[src/rtl/osc_tune_pkg.sv]
package osc_tune_pkg;

  typedef enum logic [1:0] {
    TS_OK    = 2'd0,
    TS_RANGE = 2'd1,
    TS_BUS   = 2'd2,
    TS_NACK  = 2'd3
  } tune_status_e;

  typedef enum logic [1:0] {
    SQ_IDLE,
    SQ_WAIT,
    SQ_STROBE,
    SQ_RESP
  } seq_state_e;

  // magnitude of a sign-extended word; 64 bits hold |-2^(W-1)| for W <= 63
  function automatic logic [63:0] tune_mag(input logic signed [63:0] v);
    return (v < 0) ? 64'(-v) : 64'(v);
  endfunction

  function automatic logic tune_exceeds(input logic signed [63:0] v,
                                        input logic [63:0] limit);
    return tune_mag(v) > limit;
  endfunction

endpackage

[src/rtl/tune_range_check.sv]
module tune_range_check #(
  parameter int WORD_W = 32,
  parameter int LIMIT  = 8161512
) (
  input  logic signed [WORD_W-1:0] word,
  output logic                     over
);
  import osc_tune_pkg::*;

  localparam logic [63:0] LIMIT_W = 64'(LIMIT);

  logic signed [63:0] word_ext;

  always_comb begin
    word_ext = 64'(word);
    over     = tune_exceeds(word_ext, LIMIT_W);
  end

endmodule

[src/rtl/tune_handshake_seq.sv]
module tune_handshake_seq #(
  parameter int WORD_W = 32,
  parameter int ADDR_W = 7
) (
  input  logic                     clk,
  input  logic                     rst_n,
  input  logic                     req_valid,
  input  logic signed [WORD_W-1:0] req_word,
  input  logic [ADDR_W-1:0]        req_addr,
  input  logic                     reject_range,
  input  logic                     manual_en,
  input  logic                     eng_busy,
  input  logic                     eng_nack,
  output logic                     eng_strobe,
  output logic [ADDR_W-1:0]        eng_addr,
  output logic signed [WORD_W-1:0] eng_word,
  output logic                     done,
  output logic [1:0]               status,
  output logic                     req_accept
);
  import osc_tune_pkg::*;

  seq_state_e                state_q;
  tune_status_e              status_q;
  logic                      done_q;
  logic signed [WORD_W-1:0]  hold_word_q;
  logic [ADDR_W-1:0]         hold_addr_q;
  logic signed [WORD_W-1:0]  out_word_q;
  logic [ADDR_W-1:0]         out_addr_q;

  assign req_accept = req_valid && (state_q == SQ_IDLE);

  always_ff @(posedge clk) begin
    if (!rst_n) begin
      state_q     <= SQ_IDLE;
      status_q    <= TS_OK;
      done_q      <= 1'b0;
      hold_word_q <= '0;
      hold_addr_q <= '0;
      out_word_q  <= '0;
      out_addr_q  <= '0;
    end else begin
      done_q <= 1'b0;
      unique case (state_q)
        SQ_IDLE: begin
          if (req_accept) begin
            if (reject_range) begin
              done_q   <= 1'b1;
              status_q <= TS_RANGE;
            end else if (manual_en) begin
              done_q   <= 1'b1;
              status_q <= TS_BUS;
            end else begin
              hold_word_q <= req_word;
              hold_addr_q <= req_addr;
              state_q     <= SQ_WAIT;
            end
          end
        end
        SQ_WAIT: begin
          if (!eng_busy) begin
            out_word_q <= hold_word_q;
            out_addr_q <= hold_addr_q;
            state_q    <= SQ_STROBE;
          end
        end
        SQ_STROBE: state_q <= SQ_RESP;
        SQ_RESP: begin
          if (!eng_busy) begin
            done_q   <= 1'b1;
            status_q <= eng_nack ? TS_NACK : TS_OK;
            state_q  <= SQ_IDLE;
          end
        end
        default: state_q <= SQ_IDLE;
      endcase
    end
  end

  assign eng_strobe = (state_q == SQ_STROBE);
  assign eng_word   = out_word_q;
  assign eng_addr   = out_addr_q;
  assign done       = done_q;
  assign status     = status_q;

endmodule

[src/rtl/osc_tune_writer.sv]
module osc_tune_writer #(
  parameter int WORD_W = 32,
  parameter int ADDR_W = 7,
  parameter int LIMIT  = 8161512
) (
  input  logic                     clk,
  input  logic                     rst_n,
  input  logic                     req_valid,
  input  logic signed [WORD_W-1:0] req_word,
  input  logic [ADDR_W-1:0]        req_addr,
  input  logic                     manual_en,
  input  logic                     eng_busy,
  input  logic                     eng_nack,
  output logic                     eng_strobe,
  output logic [ADDR_W-1:0]        eng_addr,
  output logic signed [WORD_W-1:0] eng_word,
  output logic                     done,
  output logic [1:0]               status
);

  logic word_over;
  logic req_accept;

  tune_range_check #(.WORD_W(WORD_W), .LIMIT(LIMIT)) u_range (
    .word (req_word),
    .over (word_over)
  );

  tune_handshake_seq #(.WORD_W(WORD_W), .ADDR_W(ADDR_W)) u_seq (
    .clk          (clk),
    .rst_n        (rst_n),
    .req_valid    (req_valid),
    .req_word     (req_word),
    .req_addr     (req_addr),
    .reject_range (word_over),
    .manual_en    (manual_en),
    .eng_busy     (eng_busy),
    .eng_nack     (eng_nack),
    .eng_strobe   (eng_strobe),
    .eng_addr     (eng_addr),
    .eng_word     (eng_word),
    .done         (done),
    .status       (status),
    .req_accept   (req_accept)
  );

endmodule

[config.mk]
export PLATFORM = sky130hd
export DESIGN_NAME = osc_tune_writer
export DESIGN_NICKNAME = d
export VERILOG_FILES = /design/src/rtl/osc_tune_pkg.sv /design/src/rtl/tune_range_check.sv /design/src/rtl/tune_handshake_seq.sv /design/src/rtl/osc_tune_writer.sv
export SDC_FILE = /design/constraint.sdc
export NUM_CORES = 1
export LEC_CHECK = 0
export BUFFER_PORTS_ARGS = -buffer_cell sky130_fd_sc_hd__buf_2
export CORE_AREA = 2 2 90 92
export DETAILED_ROUTE_END_ITERATION = 7
export DIE_AREA = 0 0 92 94
export GPL_ROUTABILITY_DRIVEN = 0
export PLACE_DENSITY_LB_ADDON = 0.15
export SETUP_SLACK_MARGIN = 0.15
export SYNTH_ARGS = -nofsm -noshare
export SYNTH_HDL_FRONTEND = slang
export SYNTH_SLANG_ARGS = --single-unit
[constraint.sdc]
create_clock -name clk -period 5 [get_ports clk]
set_input_delay 1 -clock clk [delete_from_list [all_inputs] [get_ports clk]]
set_output_delay 1 -clock clk [all_outputs]
set_load 0.01 [all_outputs]
---- After elaboration in Yosys (flattened, before gate mapping) ----
Cells that the tools add are included.
word-level totals
  register bits ........................... 83
  input port bits ......................... 45
  output and inout port bits .............. 43
operators by class
  $add $sub $neg .......................... 1
  order comparisons ....................... 2
  eq/ne operators ......................... 9
  mux-type cells .......................... 18
  bitwise operators ....................... 3
  reductions and logical operators ........ 7
operators by type and width
  kind                    count
  $gt A64 B23 Y1 const B  1
  $mux W64                1
  $neg A32 Y64            1
  $lt A32 B1 Y1 const B   1
  $mux W2                 10
  $ne A2 B2 Y1 const B    5
  $pmux W2 S4             1
  $reduce_and A4 Y1       2
  $reduce_and A5 Y1       1
  $eq A2 B2 Y1 const B    2
  $mux W1                 4
  $pmux W2 S2             1
  $ne A3 B3 Y1 const B    1
  $not A1 Y1              3
  $eq A2 B1 Y1 const B    1
  $logic_not A2 Y1        1
  $pmux W1 S2             1
  $reduce_and A2 Y1       1
  $reduce_bool A2 Y1      1
  $logic_and A1 B1 Y1     1

---- Logic depth before layout (Yosys ltp) ----
  word-level depth ........................ 6
  gate-level depth with buffers ........... 15
  depth with buffers taken out ............ 11

---- By module ----
A second synthesis with hierarchy kept.
unflattened totals
  cells, all modules ...................... 521
  area, all modules ....................... 4196.5 sq um
by module, submodules not included
  module              instances  cells each  area each (sq um)  seq. area each (sq um)
  tune_handshake_seq  1          379         3215.6             1661.6
  tune_range_check    1          142         980.9              0.0

---- Worst setup path before layout ----
OpenSTA, ideal clock, no wires.
  path type ............................... input to register
  start point ............................. input port req_word[1]
  end point ............................... register u_seq.hold_addr_q[0]
  library setup time ...................... 0.128 ns
  data arrival time ....................... 3.694 ns
  data required time ...................... 4.872 ns
  path slack .............................. 1.178 ns
  stages on the path ...................... 15
  buffers on the path ..................... 4
  cell sequence ........................... buf_2 inv_1 ha_1 nor3b_1 nand2_1 clkbuf_1 nor4_1 mux2i_1 nand3_1 nor4_4 nand3_1 buf_4 buf_6 mux2i_1 nor2_1
between the ends
  longest elaborated chain between the ends .. 5
  elaborated cells on any way between the ends .. 6
  classes of those cells .................. add/sub (1); order compare (2); mux (1); bitwise (1); reduce/logical (1)
RTL lines
  what                                                  RTL line                  source
  from (decl)                                           osc_tune_writer.sv:9      input logic signed [WORD_W-1:0] req_word,
  $neg A32 Y64 / $lt A32 B1 Y1 (equally long branches)  osc_tune_pkg.sv:19        return (v < 0) ? 64'(-v) : 64'(v);
  $mux W64 *                                            osc_tune_pkg.sv:19
  $gt A64 B23 Y1 *                                      osc_tune_pkg.sv:24        return tune_mag(v) > limit;
  $not A1 Y1 (no line) *                                n/a
  $reduce_and A4 Y1 (no line) *                         n/a
  to (signal assigned)                                  tune_handshake_seq.sv:55  hold_addr_q <= req_addr;
  to (decl)                                             tune_handshake_seq.sv:27  logic [ADDR_W-1:0] hold_addr_q;
Every way passes the cells marked *; elsewhere a longest branch is shown, timed or not.
A chain may end at the register's enable or synchronous reset.

---- Worst setup path after layout ----
  start point ............................. input port req_word[0]
  end point ............................... register u_seq.hold_word_q[21]
between the ends
  longest elaborated chain between the ends .. 5
  elaborated cells on any way between the ends .. 6
  classes of those cells .................. add/sub (1); order compare (2); mux (1); bitwise (1); reduce/logical (1)
RTL lines
  what                                                  RTL line                  source
  $neg A32 Y64 / $lt A32 B1 Y1 (equally long branches)  osc_tune_pkg.sv:19
  $mux W64 *                                            osc_tune_pkg.sv:19
  $gt A64 B23 Y1 *                                      osc_tune_pkg.sv:24
  $not A1 Y1 (no line) *                                n/a
  $reduce_and A4 Y1 (no line) *                         n/a
  to (signal assigned)                                  tune_handshake_seq.sv:54  hold_word_q <= req_word;
  to (decl)                                             tune_handshake_seq.sv:26  logic signed [WORD_W-1:0] hold_word_q;
Marked as above.

==> results.cfg <==
[logic_synthesis]
yosys.cell_types.count = 59
yosys.area.top_type_share_pct = 40.7
number_of_nets_produced_by_synthesis = 552
synth-warning-count = 0
synth.yosys.seq_area_share_pct = 40.7
post_synth.cell_area_avg_um2 = 8.14
most_frequently_used_cell_type_in_the_post_synthesis_netlist = nand2_1
edff_count_synth = 0
syn_inst = 502
synth_seq_cells = 83
yosys.area.top_type = dfxtp_1
fraction_of_registers_with_async_set_reset_pct = 0
synthesis.area_um2 = 4090
yosys-top-cells-area = dfxtp_1 41%, mux2i_1 10%, nand2_1 8.5%
ys_dominant_reg_cell = dfxtp_1
synth.cells.most_frequent = 92 x nand2_1, 83 x dfxtp_1, 51 x nor2_1, 49 x a21oi_1, 41 x mux2i_1

[die]
die_width_um = 92
floorplan.die_area_um2 = 8650
floorplan.initialDensity_pct = 53.7
die_height_um = 94
num_rows = 32
num_io_pins = 88
core_area_um2 = 7610

[critical_path]
cp.buffers_inverters = 3
critical_path.cell_chain = buf_2, inv_1, ha_1, nor3b_1, nand2_1, or3_1, o41ai_2, a21oi_1, nor4_4, nand3_2, buf_4, mux2i_1, nor2_1
critical_path.startpoint_type = input pin
criticalPathCategory = in -> reg
arrival_ns = 4.23
critical_path.max_fanout = 24
cp_slowest_stage_delay_ns = 0.49
family_with_the_most_delay_on_the_worst_path = simple AND/OR/NAND/NOR gates
crit_path_end_kind = flop
cp_data_required_time_ns = 5.22
critical-path-slowest-cell = or3_1

[route]
dr.first_iter.drc_count = 158
antenna_violating_nets_post_route = 0
remaining_drc_errors = 0
drt_pre_antenna_iters = 5
wl_per_cell_um = 14.6
route.vias.total = 3855
detail_route.wirelength_um = 9860
viasPerCell = 5.69

[cells_and_area]
num_antenna_cells = 0
finish.net_count = 620
synthToLayoutAreaGrowth_pct = 16.9
drive_above_1_share_pct = 20.7
final_instance_count_excl_fillers = 677

[power]
p_switching_uw = 369
p_leak_uw = 0.00208
p_seq_share_pct = 48.3
power_frac_clock_pct = 38.6
sw_frac_of_total_pct = 26.4
p_comb_share_pct = 13.1
internal_cell_power_uw = 1030
power.density_nw_per_um2 = 292
vdd_drop_max_mv = 0.204

[place]
dpl.hpwl_um = 7070
portBuffers = 87
dp_cells = 661

[outcome]
run_status = finished clean

[clocking]
cts_buffer_depth = 2
cts_tree = done
cts_setup_buffers = 0
clk_transition_reported_paths_ns = 0.09
clockRootBuffer = clkbuf_8
cts_hold_buffers_added = 0
post_cts_resized = 0
clkLatencyLatePin_ns = 0.35
cts_sinks = 83
h_tree_levels = 3
total_clock_buffers_created_by_cts = 9

[timing]
final_max_slew_viol_count = 0
period_minus_slack_ns = 4.01
final.period_utilization_pct = 80.1
setup_repair_after_global_routing_missed_its_margin = no
worst-slew-pin-transition_ns = 0.748
final_hold_viol_count = 0
hold_ws_ns = 0.448
fin_skew_ns = 0.0172
finalSetupTns_ns = 0
slew_headroom_pct = 50.1
maxClockFrequency_mhz = 250
final-setup-viol-count = 0

[global_routing]
number_of_antenna_violations_at_the_first_check_in_global_routing = 0
grt_pass1_wl_um = 16500
overflow = 0
grtUsageTotal_pct = 23.4
largest_net_degree_at_the_start_of_global_routing = 52
grt_pass1_vias = 3595

[worst_hold_path]
hold_path_class = reg -> reg

[job]
drv.max_cap_violation_count = 0
worst paths after layout:
check / start / end / depth (start not counted) / slack [ns]
setup reg to reg: u_seq.state_q[1] / u_seq.eng_word[25] / 6 / 3.09
setup / recovery: req_word[0] / u_seq.hold_word_q[21] / 13 / 0.99
hold / removal: u_seq.hold_addr_q[0] / u_seq.eng_addr[0] / 2 / 0.45
hold reg to reg: u_seq.hold_addr_q[0] / u_seq.eng_addr[0] / 2 / 0.45
layout by cell type (no fill, tap or decap), types with 5 or more instances in the layout:
cell | netlist | final
nand2_1 | 92 | 92
buf_2 | 5 | 87
dfxtp_1 | 83 | 83
nor2_1 | 51 | 51
a21oi_1 | 49 | 49
mux2i_1 | 41 | 41
nor3_1 | 11 | 11
o21ai_0 | 11 | 11
nand3_1 | 12 | 11
clkbuf_8 | 0 | 10
nand2b_1 | 9 | 9
inv_1 | 8 | 8
nor4_1 | 8 | 8
o31ai_1 | 7 | 7
nand4_1 | 6 | 6
or3_1 | 5 | 5
ha_1 | 5 | 5
buf_4 | 1 | 5
metal layers:
metal | part of all wire (%) | track usage (%)
met4 | 2.8 | 10.3
met3 | 5.1 | 4.33
met1 | 45 | 29.2
met5 | 0 | 0
met2 | 47 | 39.5
flip-flops by register name, indices dropped and copies added (netlist names):
name	flops
u_seq.eng_word	32
u_seq.state_q	2
u_seq.status	2
u_seq.hold_word_q	32
u_seq.eng_addr	7
u_seq.hold_addr_q	7
u_seq.done	1
power by group through the flow:
| stage | registers (uW) | logic [uW] | clock network, uW |
|---|---|---|---|
| after floorplan | 691 | 116 | 0 |
| after global placement | 689 | 179 | 0 |
| after detailed placement | 689 | 183 | 0 |
| after CTS | 674 | 184 | 553 |
| after global routing | 675 | 204 | 580 |
| final | 674 | 184 | 539 |
cell type report:
cell class              count  area (um2)
clock buffers              10         138
multi-input cells         375        2250
inverters                   9        33.8
clock inverters             6        93.8
repair buffers             92         473
flip-flops and latches     83        1660
well taps                 102         128
fillers                   708        2830
metrics by stage:
stage	instance area, um2	util [%]	setup slack, ns	total power, uW
2_1_floorplan	4090	-	1.18	807
3_3_place_gp	4550	59.8	0.751	869
3_5_place_dp	4550	59.8	0.696	872
4_1_cts	4780	62.8	1.06	1410
5_1_grt	4780	62.8	0.773	1460
6_report	4780	62.8	0.993	1400
worst reg2reg max path, stage by stage (launching register included):
cell     delay (ns)
dfxtp_1        0.34
inv_1          0.08
ha_1           0.17
nor2b_2        0.61
buf_4          0.38
nand2_1        0.11
a21oi_1        0.14
logic make-up after synthesis:
logic type / after synthesis / share of synthesized area, %
AND/OR/NAND/NOR: 226 / 26.8
AO/OA/AOI/OAI: 99 / 15.7
flip-flops: 83 / 40.7
XOR/XNOR: 4 / 0.857
adder cells (fa/ha/maj): 5 / 1.53
multiplexers: 41 / 10.0
buffers and inverters: 44 / 4.47
Power figures use the tool's default switching activity.
